==> src/rtl/pwr_mode_pkg.sv <==
package pwr_mode_pkg;
  typedef enum logic [2:0] {
    M_INIT    = 3'd0,
    M_NORMAL  = 3'd1,
    M_STOP    = 3'd2,
    M_SLEEP   = 3'd3,
    M_RESTART = 3'd4,
    M_FSAFE   = 3'd5
  } pm_mode_e;

  localparam logic [2:0] K_MODE  = 3'd0;
  localparam logic [2:0] K_SOFT  = 3'd1;
  localparam logic [2:0] K_WDREF = 3'd2;
  localparam logic [2:0] K_CLR   = 3'd3;
endpackage

==> src/rtl/pm_dwell_timer.sv <==
module pm_dwell_timer #(
  parameter int CW = 8
) (
  input  logic          clk,
  input  logic          rst,
  input  logic          run,
  input  logic          tick,
  input  logic [CW-1:0] limit,
  output logic          done
);
  logic [CW-1:0] cnt_q;

  always_ff @(posedge clk) begin
    if (rst || !run)
      cnt_q <= '0;
    else if (tick && cnt_q != limit)
      cnt_q <= cnt_q + 1'b1;
  end

  assign done = run && (cnt_q == limit);
endmodule

==> src/rtl/pm_uv_escalator.sv <==
module pm_uv_escalator #(
  parameter int UV_LIMIT = 4
) (
  input  logic clk,
  input  logic rst,
  input  logic uv,
  input  logic count_en,
  input  logic clr,
  output logic uv_event,
  output logic uv_escalate
);
  localparam int UW = $clog2(UV_LIMIT + 1);
  localparam logic [UW-1:0] LAST = UW'(UV_LIMIT - 1);

  logic          uv_q;
  logic [UW-1:0] cnt_q;

  assign uv_event    = count_en && uv && !uv_q;
  assign uv_escalate = uv_event && (cnt_q == LAST);

  always_ff @(posedge clk) begin
    if (rst) begin
      uv_q  <= 1'b0;
      cnt_q <= '0;
    end else begin
      uv_q <= uv;
      if (clr || uv_escalate)
        cnt_q <= '0;
      else if (uv_event)
        cnt_q <= cnt_q + 1'b1;
    end
  end
endmodule

==> src/rtl/pwr_mode_ctrl.sv <==
module pwr_mode_ctrl
  import pwr_mode_pkg::*;
#(
  parameter int RST_DLY_TICKS  = 10,
  parameter int FS_TSD_TICKS   = 1000,
  parameter int FS_OTHER_TICKS = 100,
  parameter int UV_LIMIT       = 4
) (
  input  logic       clk,
  input  logic       rst,
  input  logic       tick_ms,
  input  logic       cmd_valid,
  input  logic [2:0] cmd_kind,
  input  logic [2:0] cmd_mode,
  input  logic       wake_evt,
  input  logic       wake_en,
  input  logic       wake_pend,
  input  logic       vio_uv,
  input  logic       tsd,
  input  logic       esc_rst,
  input  logic       esc_fs,
  output logic       rst_n_o,
  output logic       main_en,
  output logic       fail_out,
  output logic       cmd_fail,
  output logic       wake_irq,
  output logic [2:0] mode_o
);
  localparam int MAXT = (FS_TSD_TICKS > FS_OTHER_TICKS) ?
                        ((FS_TSD_TICKS > RST_DLY_TICKS) ? FS_TSD_TICKS : RST_DLY_TICKS) :
                        ((FS_OTHER_TICKS > RST_DLY_TICKS) ? FS_OTHER_TICKS : RST_DLY_TICKS);
  localparam int CW = $clog2(MAXT + 1);
  localparam logic [CW-1:0] L_RST = CW'(RST_DLY_TICKS);
  localparam logic [CW-1:0] L_TSD = CW'(FS_TSD_TICKS);
  localparam logic [CW-1:0] L_OTH = CW'(FS_OTHER_TICKS);

  pm_mode_e st_q, st_d;
  logic fs_tsd_q, fs_tsd_d;
  logic wstore_q, wstore_d;
  logic fail_q, cmdf_q, irq_q, rstn_q, men_q;
  logic set_cmdf, set_fail, clr_flags, irq_d;
  logic awake, uv_clr, uv_evt, uv_esc, rdly_done, fs_done;

  assign awake  = (st_q == M_INIT) || (st_q == M_NORMAL) || (st_q == M_STOP);
  assign uv_clr = awake && cmd_valid && (cmd_kind == K_WDREF);

  pm_uv_escalator #(.UV_LIMIT(UV_LIMIT)) u_uv (
    .clk(clk), .rst(rst), .uv(vio_uv), .count_en(awake), .clr(uv_clr),
    .uv_event(uv_evt), .uv_escalate(uv_esc)
  );

  pm_dwell_timer #(.CW(CW)) u_rdly (
    .clk(clk), .rst(rst), .run(st_q == M_RESTART), .tick(tick_ms),
    .limit(L_RST), .done(rdly_done)
  );

  pm_dwell_timer #(.CW(CW)) u_fsdw (
    .clk(clk), .rst(rst), .run(st_q == M_FSAFE), .tick(tick_ms),
    .limit(fs_tsd_q ? L_TSD : L_OTH), .done(fs_done)
  );

  always_comb begin
    st_d      = st_q;
    fs_tsd_d  = fs_tsd_q;
    wstore_d  = wstore_q;
    set_cmdf  = 1'b0;
    set_fail  = 1'b0;
    clr_flags = 1'b0;
    irq_d     = wake_evt && ((st_q == M_NORMAL) || (st_q == M_STOP));
    if (tsd && st_q != M_FSAFE) begin
      st_d = M_FSAFE; fs_tsd_d = 1'b1;
    end else if (esc_fs && st_q != M_FSAFE) begin
      st_d = M_FSAFE; fs_tsd_d = 1'b0;
    end else if (uv_esc) begin
      st_d = M_FSAFE; fs_tsd_d = 1'b0;
    end else if (uv_evt) begin
      st_d = M_RESTART;
    end else if (esc_rst && awake) begin
      st_d = M_RESTART; set_fail = 1'b1;
    end else begin
      unique case (st_q)
        M_INIT: if (cmd_valid) st_d = M_NORMAL;
        M_NORMAL: if (cmd_valid) begin
          case (cmd_kind)
            K_MODE: begin
              if (cmd_mode == M_STOP) st_d = M_STOP;
              else if (cmd_mode == M_SLEEP)
                st_d = (wake_pend || !wake_en) ? M_RESTART : M_SLEEP;
              else if (cmd_mode != M_NORMAL) set_cmdf = 1'b1;
            end
            K_SOFT:  st_d = M_INIT;
            K_CLR:   clr_flags = 1'b1;
            default: ;
          endcase
        end
        M_STOP: if (cmd_valid) begin
          case (cmd_kind)
            K_MODE: begin
              if (cmd_mode == M_NORMAL) st_d = M_NORMAL;
              else if (cmd_mode == M_SLEEP) begin
                st_d = M_RESTART; set_cmdf = 1'b1;
              end else if (cmd_mode != M_STOP) set_cmdf = 1'b1;
            end
            K_SOFT:  st_d = M_INIT;
            K_WDREF: ;
            default: set_cmdf = 1'b1;
          endcase
        end
        M_SLEEP: if (wake_evt) st_d = M_RESTART;
        M_RESTART: if (rdly_done && !vio_uv) st_d = M_NORMAL;
        M_FSAFE: begin
          if (wake_evt) wstore_d = 1'b1;
          if (fs_done && (wstore_q || wake_evt)) st_d = M_RESTART;
        end
        default: st_d = M_INIT;
      endcase
    end
    if (st_d != M_FSAFE) wstore_d = 1'b0;
  end

  always_ff @(posedge clk) begin
    if (rst) begin
      st_q     <= M_INIT;
      fs_tsd_q <= 1'b0;
      wstore_q <= 1'b0;
      fail_q   <= 1'b0;
      cmdf_q   <= 1'b0;
      irq_q    <= 1'b0;
      rstn_q   <= 1'b1;
      men_q    <= 1'b1;
    end else begin
      st_q     <= st_d;
      fs_tsd_q <= fs_tsd_d;
      wstore_q <= wstore_d;
      irq_q    <= irq_d;
      rstn_q   <= !((st_d == M_RESTART) || (st_d == M_SLEEP) || (st_d == M_FSAFE));
      men_q    <= !((st_d == M_SLEEP) || (st_d == M_FSAFE));
      if (clr_flags) begin
        fail_q <= 1'b0;
        cmdf_q <= 1'b0;
      end else begin
        if (set_fail || st_d == M_FSAFE) fail_q <= 1'b1;
        if (set_cmdf) cmdf_q <= 1'b1;
      end
    end
  end

  assign mode_o   = st_q;
  assign rst_n_o  = rstn_q;
  assign main_en  = men_q;
  assign fail_out = fail_q;
  assign cmd_fail = cmdf_q;
  assign wake_irq = irq_q;
endmodule

==> config.mk <==
export PLATFORM = sky130hd
export DESIGN_NAME = pwr_mode_ctrl
export DESIGN_NICKNAME = d
export VERILOG_FILES = /design/src/rtl/pwr_mode_pkg.sv /design/src/rtl/pm_dwell_timer.sv /design/src/rtl/pm_uv_escalator.sv /design/src/rtl/pwr_mode_ctrl.sv
export SDC_FILE = /design/constraint.sdc
export NUM_CORES = 1
export LEC_CHECK = 0
export BUFFER_PORTS_ARGS = -buffer_cell sky130_fd_sc_hd__buf_2
export CORE_MARGIN = 2
export CORE_UTILIZATION = 45
export DETAILED_ROUTE_END_ITERATION = 8
export PLACE_DENSITY = 0.69
export SETUP_SLACK_MARGIN = 0.15
export SLEW_MARGIN = 10
export SYNTH_ARGS = -nofsm -noshare
export SYNTH_HDL_FRONTEND = slang
export SYNTH_SLANG_ARGS = --single-unit
==> constraint.sdc <==
create_clock -name clk -period 1.6 [get_ports clk]
set_input_delay 0.08 -clock clk [delete_from_list [all_inputs] [get_ports clk]]
set_output_delay 0.08 -clock clk [all_outputs]
set_load 0.05 [all_outputs]
==> Word-level counts from Yosys, hierarchy flattened <==
Cells that the tools add are included.
{ "totals": {"wordCells": 137, "reg_bits": 34} }
{ "classes": {"n_addsub": 3, "eq_ne": 23, "n_bitwise": 5, "muxes": 52, "reduce_logical": 42} }
{ "op_table": {"columns": ["op", "n"], "rows": [
  ["3-bit 2-to-1 mux", 16],
  ["1-bit 2-to-1 mux", 30],
  ["3-bit by 2-bit equality test with 1-bit output (second input constant)", 8],
  ["10-bit by 1-bit adder with 10-bit output (second input constant)", 2],
  ["3-bit case mux with 6 select lines", 1],
  ["1-bit logical AND", 15],
  ["3-bit equality test (second input constant)", 4],
  ["1-bit logical OR", 12],
  ["3-bit case mux with 2 select lines", 2],
  ["10-bit equality test", 1],
  ["10-bit by 4-bit equality test with 1-bit output (second input constant)", 1],
  ["10-bit 2-to-1 mux", 1],
  ["10-bit != test", 1],
  ["10-bit by 4-bit != test with 1-bit output (second input constant)", 1],
  ["3-bit by 1-bit equality test with 1-bit output (second input constant)", 3],
  ["2-bit OR reduction", 4],
  ["1-bit zero test", 7],
  ["7-bit AND reduction", 1],
  ["3-bit zero test", 2],
  ["3-bit != test (second input constant)", 2],
  ["1-bit inverter", 5],
  ["1-bit case mux with 2 select lines", 2],
  ["3-bit by 1-bit adder with 3-bit output (second input constant)", 1],
  ["3-bit by 1-bit != test with 1-bit output (second input constant)", 1],
  ["other kinds (2)", 2]
]} }

==> Depth between registers and ports, before layout <==
Gate-level depths: netlist (run 1).
{ "logic_depth": {"word_depth": 17, "mapped_depth": 7, "ltp_nobuf": 6} }

==> Modules after synthesis <==
Synthesis (run 1) repeated with hierarchy kept, for this count alone.
{ "hier_totals": {"hier_cells": 263, "area_unflattened_um2": 2250.9} }
{ "by_module_without_submodules": {"columns": ["mod", "cells_per_inst", "n_inst", "area_per_inst_um2"], "rows": [
  ["pm_dwell_timer", 73, 2, 608.1],
  ["pwr_mode_ctrl", 97, 1, 804.5],
  ["pm_uv_escalator", 20, 1, 230.2]
]} }

==> Least setup slack after synthesis (run 1) <==
No wires, ideal clock.
{ "synth_path": {"kind": "register to register", "start": "reg st_q[2], in the netlist mode_o[2]", "end": "reg men_q, in the netlist main_en", "stages_incl_launch_ff": 7, "n_path_buf": 1, "setup_ps": 131, "required_time_ps": 1469, "arrival_ps": 1858, "slack_ps": -388, "path_cell_list": "dfxtp_1 -> buf_2 -> inv_1 -> or3_1 -> o31a_1 -> a41oi_2 -> o21ai_0"} }
{ "synth_between": {"elab_chain_cells": 13} }
{ "synth_lines": {"columns": ["item", "line", "source"], "rows": [
  ["from (decl)", "pwr_mode_ctrl.sv:37", "pm_mode_e st_q, st_d;"],
  ["from (signal assigned)", "pwr_mode_ctrl.sv:132", "st_q <= st_d;"],
  ["3-bit 2-to-1 mux, or another cell as far along", "pwr_mode_ctrl.sv:100", "else if (cmd_mode == M_SLEEP) begin"],
  ["3-bit 2-to-1 mux, or another cell as far along", "pwr_mode_ctrl.sv:99", "if (cmd_mode == M_NORMAL) st_d = M_NORMAL;"],
  ["3-bit case mux with 2 select lines, or another cell as far along", "pwr_mode_ctrl.sv:97", "case (cmd_kind)"],
  ["3-bit 2-to-1 mux, on equally long branches", null, null],
  ["3-bit case mux with 6 select lines", "pwr_mode_ctrl.sv:81", "unique case (st_q)"],
  ["3-bit 2-to-1 mux", "pwr_mode_ctrl.sv:78", "end else if (esc_rst && awake) begin"],
  ["3-bit 2-to-1 mux", "pwr_mode_ctrl.sv:76", "end else if (uv_evt) begin"],
  ["3-bit 2-to-1 mux", "pwr_mode_ctrl.sv:74", "end else if (uv_esc) begin"],
  ["3-bit 2-to-1 mux", "pwr_mode_ctrl.sv:72", "end else if (esc_fs && st_q != M_FSAFE) begin"],
  ["3-bit 2-to-1 mux (*)", "pwr_mode_ctrl.sv:70", "if (tsd && st_q != M_FSAFE) begin"],
  ["3-bit by 2-bit equality test with 1-bit output / 3-bit equality test (equally long branches)", "pwr_mode_ctrl.sv:137", "men_q <= !((st_d == M_SLEEP) || (st_d == M_FSAFE));"],
  ["1-bit logical OR (*)", "pwr_mode_ctrl.sv:137", null],
  ["1-bit zero test (*)", "pwr_mode_ctrl.sv:137", null],
  ["to (signal assigned)", "pwr_mode_ctrl.sv:137", null],
  ["to (decl)", "pwr_mode_ctrl.sv:40", "logic fail_q, cmdf_q, irq_q, rstn_q, men_q;"]
]} }
Every way passes the cells marked *; elsewhere a longest branch is shown, timed or not.
A chain may end at the register's enable or synchronous reset.

==> Worst setup path in the final report (run 1) <==
{ "layout_path": {"start": "reg st_q[0], in the netlist mode_o[0]", "end": "reg wstore_q"} }
{ "layout_between": {"elab_chain_cells": 12} }
{ "layout_lines": {"columns": ["item", "line", "source"], "rows": [
  ["3-bit 2-to-1 mux, or another cell as far along", "pwr_mode_ctrl.sv:100", null],
  ["3-bit 2-to-1 mux, or another cell as far along", "pwr_mode_ctrl.sv:99", null],
  ["3-bit case mux with 2 select lines, or another cell as far along", "pwr_mode_ctrl.sv:97", null],
  ["3-bit 2-to-1 mux, on equally long branches", null, null],
  ["3-bit case mux with 6 select lines", "pwr_mode_ctrl.sv:81", null],
  ["3-bit 2-to-1 mux", "pwr_mode_ctrl.sv:78", null],
  ["3-bit 2-to-1 mux", "pwr_mode_ctrl.sv:76", null],
  ["3-bit 2-to-1 mux", "pwr_mode_ctrl.sv:74", null],
  ["3-bit 2-to-1 mux", "pwr_mode_ctrl.sv:72", null],
  ["3-bit 2-to-1 mux", "pwr_mode_ctrl.sv:70", null],
  ["3-bit != test", "pwr_mode_ctrl.sv:118", "if (st_d != M_FSAFE) wstore_d = 1'b0;"],
  ["2-bit OR reduction (no line)", null, null],
  ["to (signal assigned)", "pwr_mode_ctrl.sv:134", "wstore_q <= wstore_d;"],
  ["to (decl)", "pwr_mode_ctrl.sv:39", "logic wstore_q, wstore_d;"]
]} }
Several ways; a longest one is shown, not always the timed one.

==> impl_metrics.env, run 1 <==
export IMPL_leakagePower_uw=0.00107
export IMPL_maxCapViolCount=0
export IMPL_syn_area_mm2=0.00194
export IMPL_synthFlopType="dfxtp_1"
export IMPL_postCtsHoldBufs=0
export IMPL_cp_slowest_cell="dfxtp_4"
export IMPL_path_class="reg2reg"
export IMPL_holdWs_ns=0.0703
export IMPL_pin_count=25
export IMPL_cp_data_required_time_ns=1.83
export IMPL_drtIter0Drc=132
export IMPL_grtUsageTotal_pct=19.7
export IMPL_cp_data_arrival_time_ns=1.84
export IMPL_tightestPinTransition_ns=0.353
export IMPL_ys_seq_area_share_pct=35.1
export IMPL_start_kind="flop"
export IMPL_grt_pass1_wl_mm=7.82
export IMPL_p_per_area_mw_per_mm2=697
export IMPL_r2r_end="wstore_q$_SDFFE_PP0P_"
export IMPL_holdPathStages=2
export IMPL_dieArea_mm2=0.00484
export IMPL_setup_viol=3
export IMPL_r2r_cells=6
export IMPL_multi_input_area_mm2=0.00136
export IMPL_antenna_found_initial=0
export IMPL_slew_violations=0
export IMPL_synth_edf_count=0
export IMPL_overflow=0
export IMPL_wire_per_inst_um=13.9
export IMPL_synth_distinct_cells=54
export IMPL_syn_to_final_growth_pct=41.5
export IMPL_postSynthAreaPerCell_um2=8.61
export IMPL_async_reset_ff_share_pct=0
export IMPL_yosysTopAreaCellShare_pct=35.1
export IMPL_cts_buffers=5
export IMPL_setup_slack_ns=-0.00977
export IMPL_hold_class="in2reg"
export IMPL_use_met3_pct=4.07
export IMPL_timing_fmax_ghz=0.621
export IMPL_first_pass_iters=5
export IMPL_cts_tree="yes"
export IMPL_antenna_cells=0
export IMPL_cp_depth=6
export IMPL_max_slew_margin_pct=75.9
export IMPL_r2r_start="mode_o[0]$_SDFF_PP0_"
export IMPL_die_w_um=69.6
export IMPL_reg2reg_slack_ns=-0.01
export IMPL_drc=0
export IMPL_peakVddDrop_v=0.000540
export IMPL_wl_mm=4.85
export IMPL_path_clk_slew_ns=0.07
export IMPL_status="finished, violations left"
export IMPL_place_hpwl_mm=3.40
export IMPL_ys_ff_latch=34
export IMPL_cts_max_path_buffers=2
export IMPL_cts_root_buffer="clkbuf_8"
export IMPL_netlist_instances=225
export IMPL_cp_max_fo=6
export IMPL_min_from="vio_uv"
export IMPL_layout_drive_gt1_share_pct=40.9
export IMPL_crit_buf_inv=1
export IMPL_postLayoutCoreUtil_pct=67.6
export IMPL_final_nets=320
export IMPL_gp_congestion=0.921
export IMPL_min_to="u_uv.uv_q$_SDFF_PP0_"
export IMPL_grt_util_met1_pct=27.0
export IMPL_seq_area_um2=707
export IMPL_fp_dieH_um=69.6
export IMPL_synthTopCellsByArea="dfxtp_1, nor2_1, xor2_1, ha_1, nand2_1"
export IMPL_fin_crit_ns=1.61
export IMPL_coreArea_mm2=0.00406
export IMPL_crit_family="compound AO/OA/AOI/OAI gates"
export IMPL_initial_core_util_pct=47.7
export IMPL_ant_nets=0
export IMPL_syn_num_nets=248
export IMPL_finalCritPeriodShare_pct=101
export IMPL_port_buffers=24
export IMPL_clock_latency_ns=0.28
export IMPL_yosysWarnings=0
export IMPL_layout_common_cells="buf_4, nor2_1, dfxtp_1"
export IMPL_vias=1885
export IMPL_rsz0062_at_grt="true"
export IMPL_finClkSkew_ns=0.00256
export IMPL_violations="negative setup slack"
export IMPL_rows=23
export IMPL_finalHoldViolCount=0
export IMPL_crit_chain="buf_6, nand2b_4, a221o_1, a211o_1, a41oi_2, o211a_1"
export IMPL_grt_pass1_vias=1753
export IMPL_grt_busiest_layer="met2"
export IMPL_grt_max_degree=13
export IMPL_avgViaCountPerCell=5.42
export IMPL_htree_levels=2
export IMPL_cts_sinks=34
export IMPL_layout_commonest_cell="buf_4"
export IMPL_fillCellCount=314
export IMPL_grt_use_met2_pct=31.6
export IMPL_worstSetupEndpointType="flop"
export IMPL_synth_largest_area_cell="dfxtp_1"
export IMPL_cpPeakStageDelay_ns=0.38
power breakdown:
group / internal, µW / switching (µW)
Clock: 347 / 301
Combinational: 159 / 212
Sequential: 868 / 24.1
Total: 1370 / 537
registers in the layout, summed over array words and instances, names as in the netlist:
| name | cells |
|---|---|
| u_uv.uv_q | 1 |
| u_fsdw.cnt_q | 10 |
| mode_o | 3 |
| u_rdly.cnt_q | 10 |
| rst_n_o | 1 |
| fail_out | 1 |
| main_en | 1 |
| cmd_fail | 1 |
| fs_tsd_q | 1 |
| u_uv.cnt_q | 3 |
| wake_irq | 1 |
| wstore_q | 1 |
cell type report:
cell class                 instances  share of cell area, %
multi-input combinational        176                   49.4
sequential                        34                   25.8
timing repair buffer              73                   18.2
clock buffer                       7                   3.15
tap                               50                   2.28
inverter                           7                  0.958
clock inverter                     1                  0.183
worst max-delay path by stage:
stage,end,slack (ns),start
final,wstore_q$_SDFFE_PP0P_,-0.01,mode_o[0]$_SDFF_PP0_
after global routing,u_fsdw.cnt_q[4]$_SDFFE_PP0P_,-0.12,u_fsdw.cnt_q[1]$_SDFFE_PP0P_
after CTS,u_fsdw.cnt_q[4]$_SDFFE_PP0P_,0.002,u_fsdw.cnt_q[1]$_SDFFE_PP0P_
after detailed placement,wstore_q$_SDFFE_PP0P_,-0.02,mode_o[0]$_SDFF_PP0_
after global placement,cmd_fail$_SDFFE_PP0P_,-0.02,u_uv.uv_q$_SDFF_PP0_
after floorplan,wstore_q$_SDFFE_PP0P_,-0.03,mode_o[2]$_SDFF_PP0_
through the flow:
step	instances	cell area [µm²]	worst slack, ns	power [µW]	TNS [ns]
global route	348	2740	-0.117	2000	-1.05
CTS	346	2620	0.00210	1910	0
detailed placement	325	2360	-0.0208	1240	-0.0455
floorplan	225	1990	-0.0286	1120	-0.0658
finish	348	2740	-0.00977	1910	-0.0205
global placement	325	2360	-0.0177	1230	-0.0186
synth_stat cells, drive strengths merged (4+ instances only):
cell type and number:
nor2 30, o21ai 10, o2111ai 4, buf 4, nor2b 10, dfxtp 34, nand4b 4, ha 6
clkbuf 4, a21oi 9, inv 7, nand2 17, xnor2 6, xor2 10, nand2b 8, nand4 7
and3 4
layer usage:
layer  part of all wire (%)  routed length, µm
met1                     49               2370
met2                     46               2260
met3                    3.8                186
met4                   0.76                 37
met5                      0                  0
kinds of logic after synthesis:
| logic type | Yosys count | share of synthesized area (%) |
|---|---|---|
| buffers and inverters | 15 | 3.49 |
| XOR/XNOR | 16 | 7.23 |
| multiplexers | 3 | 1.61 |
| AO/OA/AOI/OAI | 50 | 20.4 |
| AND/OR/NAND/NOR | 101 | 28.2 |
| flip-flops | 34 | 35.1 |
| adder cells (fa/ha/maj) | 6 | 3.88 |
what timing repair did:
| item | 4_1_cts | 5_1_grt |
|---|---|---|
| hold endpoints to repair | 0 | 0 |
| gates resized for setup | 18 | 22 |
| setup endpoints to repair | 20 | 24 |
| buffers inserted | 13 | 2 |
| pin swaps | 14 | 25 |
Note: power is estimated with default switching activity, not from simulation.
==> run 2, diff against run 1 <==
- ABC_AREA: unset -> 1
- CORE_MARGIN: 2 -> unset
==> run 2 against run 1 <==
Critical path depth increased by 6; combinational power increased by 17%; critical path type unchanged; the flow now finishes without violations; first-iteration DRC count decreased by 29%; utilization increased by 0.39 points; sequential share of layout area decreased by 2.2 points; largest cell class unchanged; critical endpoint is now rst_n_o$_SDFF_PP1_.
==> impl_metrics.env, run 2 <==
export IMPL_status="completed"
export IMPL_path_class="reg2reg"
export IMPL_die_w_um=69.5
export IMPL_cts_root_buffer="clkbuf_8"
export IMPL_dpl_instance_area_mm2=0.00242
export IMPL_setup_slack_ns=0.0656
export IMPL_finClkSkew_ns=0.00541
export IMPL_ys_ff_latch=34
export IMPL_fillCellCount=340
export IMPL_tightestPinTransition_ns=0.476
export IMPL_dieArea_mm2=0.00484
export IMPL_synthXorXnorAreaFrac_pct=2.13
export IMPL_netlist_instances=316
export IMPL_finalHoldViolCount=0
export IMPL_layout_common_cells="nand2_1, inv_1, buf_4"
export IMPL_place_hpwl_mm=3.60
export IMPL_synth_simple_area_share_pct=40.3
export IMPL_cp_common_cell="nand2_2"
export IMPL_rsz0062_at_grt="true"
export IMPL_layout_drive_gt1_share_pct=42.5
export IMPL_cp_slowest_cell="dfxtp_4"
export IMPL_grt_pass1_vias=2062
export IMPL_synth_most_common_cell="nand2_1"
export IMPL_start_kind="flop"
export IMPL_gp_congestion=0.873
export IMPL_postCtsHoldBufs=0
export IMPL_ant_nets=0
export IMPL_synthFlopType="dfxtp_1"
export IMPL_synthTopCellsByArea="dfxtp_1, nand2_1, inv_1, nor2_1, a21oi_1"
export IMPL_final_nets=408
export IMPL_port_buffers=24
export IMPL_cts_max_path_buffers=2
export IMPL_setup_viol=0
export IMPL_crit_family="simple AND/OR/NAND/NOR gates"
export IMPL_antenna_found_initial=0
export IMPL_muxShareOfSynthArea_pct=0
export IMPL_crit_buf_inv=1
export IMPL_avgViaCountPerCell=5.19
export IMPL_p_per_area_mw_per_mm2=705
export IMPL_postSynthAreaPerCell_um2=6.50
export IMPL_timing_fmax_ghz=0.652
export IMPL_first_pass_iters=7
export IMPL_fp_dieH_um=69.5
export IMPL_cp_data_required_time_ns=1.83
export IMPL_worstSetupEndpointType="flop"
export IMPL_htree_levels=2
export IMPL_wire_per_inst_um=12.9
export IMPL_synth_adder_area_share_pct=3.66
export IMPL_cpPeakStageDelay_ns=0.36
export IMPL_antenna_cells=0
export IMPL_pre_cts_slack_ns=0.0501
export IMPL_finalCritPeriodShare_pct=95.9
export IMPL_overflow=0
export IMPL_cts_buffers=5
export IMPL_maxCapViolCount=0
export IMPL_clock_latency_ns=0.29
export IMPL_path_clk_slew_ns=0.07
export IMPL_max_slew_margin_pct=67.8
export IMPL_grtUsageTotal_pct=22.1
export IMPL_peakVddDrop_v=0.000609
export IMPL_fin_crit_ns=1.53
export IMPL_cts_tree="yes"
export IMPL_syn_to_final_growth_pct=45.1
export IMPL_cp_data_arrival_time_ns=1.77
export IMPL_async_reset_ff_share_pct=0
export IMPL_crit_chain="buf_6, nor2_4, nand2_2, nand2_2, nor2_1, nand2_1, nor2_2, nand3_2, nand2_2, nand2_4, or2_0, nand2_1"
export IMPL_cp_max_fo=4
export IMPL_synth_top_family_by_area="simple AND/OR/NAND/NOR gates"
export IMPL_grt_pass1_wl_mm=8.74
export IMPL_syn_num_nets=339
export IMPL_vias=2274
export IMPL_synth_commonest_cells="nand2_1, inv_1, nor2_1, dfxtp_1, a21oi_1"
export IMPL_drtIter0Drc=94
export IMPL_rows=24
export IMPL_layout_commonest_cell="nand2_1"
export IMPL_ys_seq_area_share_pct=33.2
export IMPL_cts_sinks=34
export IMPL_synth_distinct_cells=31
export IMPL_leakagePower_uw=0.00128
export IMPL_pin_count=25
export IMPL_largest_registers="u_fsdw.cnt_q: 10 flops, u_rdly.cnt_q: 10 flops"
export IMPL_slew_violations=0
export IMPL_synth_edf_count=0
export IMPL_synth_compound_area_share_pct=10.8
export IMPL_hold_class="in2reg"
export IMPL_coreArea_mm2=0.00438
export IMPL_synth_largest_area_cell="dfxtp_1"
export IMPL_initial_core_util_pct=46.8
export IMPL_drc=0
export IMPL_yosysTopAreaCellShare_pct=33.2
export IMPL_wl_mm=5.63
export IMPL_design_area_mm2=0.00298
export IMPL_syn_area_mm2=0.00205
export IMPL_yosysWarnings=0
export IMPL_grt_max_degree=12
==> run 2: metal layers <==
| layer | track usage (%) | vias up | wire (µm) |
|---|---|---|---|
| met3 | 4.07 | 15 | 242 |
| met5 | 0 | - | 0 |
| met1 | 27.3 | 1033 | 2440 |
| met4 | 9.07 | 0 | 121 |
| met2 | 37.8 | 69 | 2830 |
| li1 | - | 1157 | - |
==> run 2: logic make-up after synthesis <==
family                     after synthesis
AOI/OAI and AO/OA                       43
xor gates and xnor gates                 5
adders and majority gates                6
buffers and inverters                   53
DFF                                     34
and+or+nand+nor                        175
==> run 2: worst reg2reg max path: stages, from the launching register on <==
cell and delay (ns):
dfxtp_4 0.36, buf_6 0.12, nor2_4 0.04, nand2_2 0.07, nand2_2 0.05, nor2_1 0.10
nand2_1 0.07, nor2_2 0.14, nand3_2 0.09, nand2_2 0.08, nand2_4 0.07, or2_0 0.23
nand2_1 0.07
==> run 2: what timing repair did <==
item,4_1_cts,5_1_grt
setup endpoints to repair,15,26
pin swaps,9,36
setup buffers,9,13
resized for setup,10,81
hold endpoints to repair,0,0
==> run 2: cell type report <==
cell class,count,area (µm²),area share (%)
Clock buffer,5,68.8,2.31
Tap cell,52,65.1,2.18
Sequential cell,34,703,23.6
Inverter,52,203,6.80
Clock inverter,3,40.0,1.34
Timing Repair Buffer,63,444,14.9
Multi-Input combinational cell,229,1460,48.8
==> run 2: power breakdown <==
group | leakage [µW] | switching (µW) | internal [µW]
Clock | 0.0000579 | 319 | 458
Sequential | 0.000282 | 20.4 | 869
Combinational | 0.000936 | 267 | 168
Total | 0.00128 | 606 | 1500
==> run 2: path summary, 6_finish.rpt <==
path                                             from               endpoint  slack (ns)  cells past startpoint
worst max-delay path             mode_o[2]$_SDFF_PP0_     rst_n_o$_SDFF_PP1_        0.07                     12
worst min-delay path                              rst  fs_tsd_q$_SDFFE_PP0P_        0.06                      2
worst max register to register   mode_o[2]$_SDFF_PP0_     rst_n_o$_SDFF_PP1_        0.07                     12
worst min register to register  cmd_fail$_SDFFE_PP0P_  cmd_fail$_SDFFE_PP0P_        0.46                      2
==> run 2: per-stage QoR <==
step	cells	total power (µW)	util (%)	TNS, ns	hold slack [ns]
after floorplan	316	1130	-	0	0.149
after global placement	408	1230	55.1	0	0.360
after detailed placement	408	1230	55.1	0	0.360
after CTS	425	2020	59.7	0	0.0558
after global routing	438	2190	68.0	-0.0870	0.0815
final	438	2100	68.0	0	0.0591
==> run 3, diff against run 2 <==
--- a/config.mk
+++ b/config.mk
@@ -7,3 +7,2 @@
 export LEC_CHECK = 0
-export ABC_AREA = 1
 export BUFFER_PORTS_ARGS = -buffer_cell sky130_fd_sc_hd__buf_2
@@ -11,3 +10,3 @@
 export DETAILED_ROUTE_END_ITERATION = 8
-export PLACE_DENSITY = 0.69
+export PLACE_DENSITY = 0.67
 export SETUP_SLACK_MARGIN = 0.15
==> constraint.sdc (replaced) <==
create_clock -name clk -period 1.9 [get_ports clk]
set_input_delay 0.095 -clock clk [delete_from_list [all_inputs] [get_ports clk]]
set_output_delay 0.095 -clock clk [all_outputs]
set_load 0.02 [all_outputs]
==> run 3 against run 2 <==
Cell count fell by 29%; largest cell class unchanged; worst hold slack improved by 0.015 ns; fmax is 8.4% lower; sequential cell count stayed put; wire length decreased by 28%; critical path depth is 7 lower; critical endpoint unchanged; setup slack better by 0.16 ns; non-clock buffer count shrank 28; clock power shrank 20%.
==> impl_metrics.env, run 3 (synthesis gave the netlist of run 1 again) <==
export IMPL_power_switching_uw=405
export IMPL_dieArea_mm2=0.00457
export IMPL_pin_count=25
export IMPL_ant_nets=0
export IMPL_grt_pass1_wl_mm=6.78
export IMPL_cp_data_required_time_ns=2.06
export IMPL_path_clk_slew_ns=0.07
export IMPL_leakagePower_uw=0.000857
export IMPL_postCtsHoldBufs=0
export IMPL_holdPathStages=3
export IMPL_cp_data_arrival_time_ns=1.84
export IMPL_clock_latency_ns=0.29
export IMPL_start_kind="flop"
export IMPL_netSwitchingFraction_pct=25.3
export IMPL_path_class="reg2reg"
export IMPL_power_frac_comb_pct=13.9
export IMPL_vias=1695
export IMPL_cts_sinks=34
export IMPL_initial_core_util_pct=47.7
export IMPL_largest_registers="u_fsdw.cnt_q: 10 flops, u_rdly.cnt_q: 10 flops"
export IMPL_fin_crit_ns=1.67
export IMPL_max_slew_margin_pct=73.3
export IMPL_hold_class="in2reg"
export IMPL_cts_buffers=5
export IMPL_antenna_found_initial=0
export IMPL_layout_common_cells="nor2_1, dfxtp_1, buf_2"
export IMPL_rsz0062_at_grt="true"
export IMPL_wire_per_inst_um=13.1
export IMPL_grtUsageTotal_pct=20.2
export IMPL_coreArea_mm2=0.00406
export IMPL_die_w_um=67.6
export IMPL_cts_max_path_buffers=2
export IMPL_drt_met1_wl_mm=2.01
export IMPL_gp_congestion=0.803
export IMPL_r2r_cells=5
export IMPL_rows=23
export IMPL_htree_levels=2
export IMPL_slew_violations=0
export IMPL_finalHoldViolCount=0
export IMPL_port_buffers=24
export IMPL_p_int_uw=1200
export IMPL_p_per_area_mw_per_mm2=690
export IMPL_grt_pass1_vias=1567
export IMPL_setup_viol=0
export IMPL_drc=0
export IMPL_power_frac_seq_pct=47.2
export IMPL_drtIter0Drc=72
export IMPL_peakVddDrop_v=0.000487
export IMPL_layout_commonest_cell="nor2_1"
export IMPL_syn_to_final_growth_pct=19.8
export IMPL_dr_max_layer_used="met4"
export IMPL_wl_met3_um=223
export IMPL_grt_max_degree=13
export IMPL_cts_tree="yes"
export IMPL_wl_mm=4.07
export IMPL_wl_met2_mm=1.75
export IMPL_layout_drive_gt1_share_pct=25.4
export IMPL_antenna_cells=0
export IMPL_final_nets=282
export IMPL_cp_max_fo=9
export IMPL_setup_tns_ns=0
export IMPL_postLayoutCoreUtil_pct=57.2
export IMPL_cts_root_buffer="clkbuf_8"
export IMPL_overflow=0
export IMPL_place_hpwl_mm=3.03
export IMPL_status="completed"
export IMPL_maxCapViolCount=0
export IMPL_finalCritPeriodShare_pct=88.1
export IMPL_clockPowerShare_pct=38.9
export IMPL_finClkSkew_ns=0.00763
export IMPL_tightestPinTransition_ns=0.400
export IMPL_timing_fmax_ghz=0.597
export IMPL_fp_dieH_um=67.6
export IMPL_first_pass_iters=4
export IMPL_avgViaCountPerCell=5.47
export IMPL_worstSetupEndpointType="flop"
[run 3: cell types whose count changed in the layout (fill, tap and decap cells not counted), moves of 6 or more]
cell / change
xor2_1: +6
nand2b_1: +8
nand2_2: -15
nand3_1: -14
nor2_2: -13
buf_4: -23
inv_1: -32
a21oi_1: -12
nor3_1: -7
inv_2: -10
nand2_1: -40
nor2b_1: +8
[run 3: power groups by stage]
stage / clock network [µW] / logic [µW] / registers [µW]
floorplan: 0 / 133 / 780
global placement: 0 / 213 / 771
detailed placement: 0 / 215 / 771
CTS: 652 / 216 / 755
global route: 669 / 250 / 759
finish: 623 / 223 / 756
[run 3: final cells by class]
type	instances	area (µm²)
Fill cell	384	1740
Multi-Input combinational cell	176	1220
Sequential cell	34	692
Timing Repair Buffer	35	206
Clock buffer	8	110
Tap cell	50	62.6
Inverter	7	26.3
[run 3: per-layer routing]
| metal | global-route usage, % | vias up |
|---|---|---|
| met5 | 0 | - |
| met4 | 10.9 | 0 |
| met1 | 26.1 | 766 |
| li1 | - | 884 |
| met3 | 4.73 | 7 |
| met2 | 30.8 | 38 |
[run 3: metrics by stage]
step / cell area [µm²] / hold WS [ns] / setup WS, ns / total power, µW / instances
after detailed placement: 2150 / 0.371 / 0.149 / 986 / 300
after floorplan: 1940 / 0.223 / 0.156 / 913 / 225
final: 2320 / 0.0745 / 0.226 / 1600 / 310
after global routing: 2320 / 0.104 / 0.148 / 1680 / 310
after CTS: 2260 / 0.0629 / 0.162 / 1620 / 308
after global placement: 2150 / 0.357 / 0.200 / 984 / 300
[run 3: final timing paths]
kind | start | end | slack (ns)
hold / removal | tsd | fs_tsd_q$_SDFFE_PP0P_ | 0.07
setup / recovery | mode_o[0]$_SDFF_PP0_ | rst_n_o$_SDFF_PP1_ | 0.23
setup reg to reg | mode_o[0]$_SDFF_PP0_ | rst_n_o$_SDFF_PP1_ | 0.23
hold reg to reg | cmd_fail$_SDFFE_PP0P_ | cmd_fail$_SDFFE_PP0P_ | 0.46
[run 3: critical path, cell delays in order (launching register included)]
cell and delay (ns):
dfxtp_4 0.37, nor2b_2 0.19, a221o_1 0.32, a211o_1 0.29, a41oi_2 0.27, a22oi_1 0.10
[run 3: what timing repair did]
action	CTS	global route
pin swaps	0	10
setup buffers	0	2
setup endpoints to repair	3	8
cloned	0	0
hold endpoints to repair	0	0
resized for setup	1	17
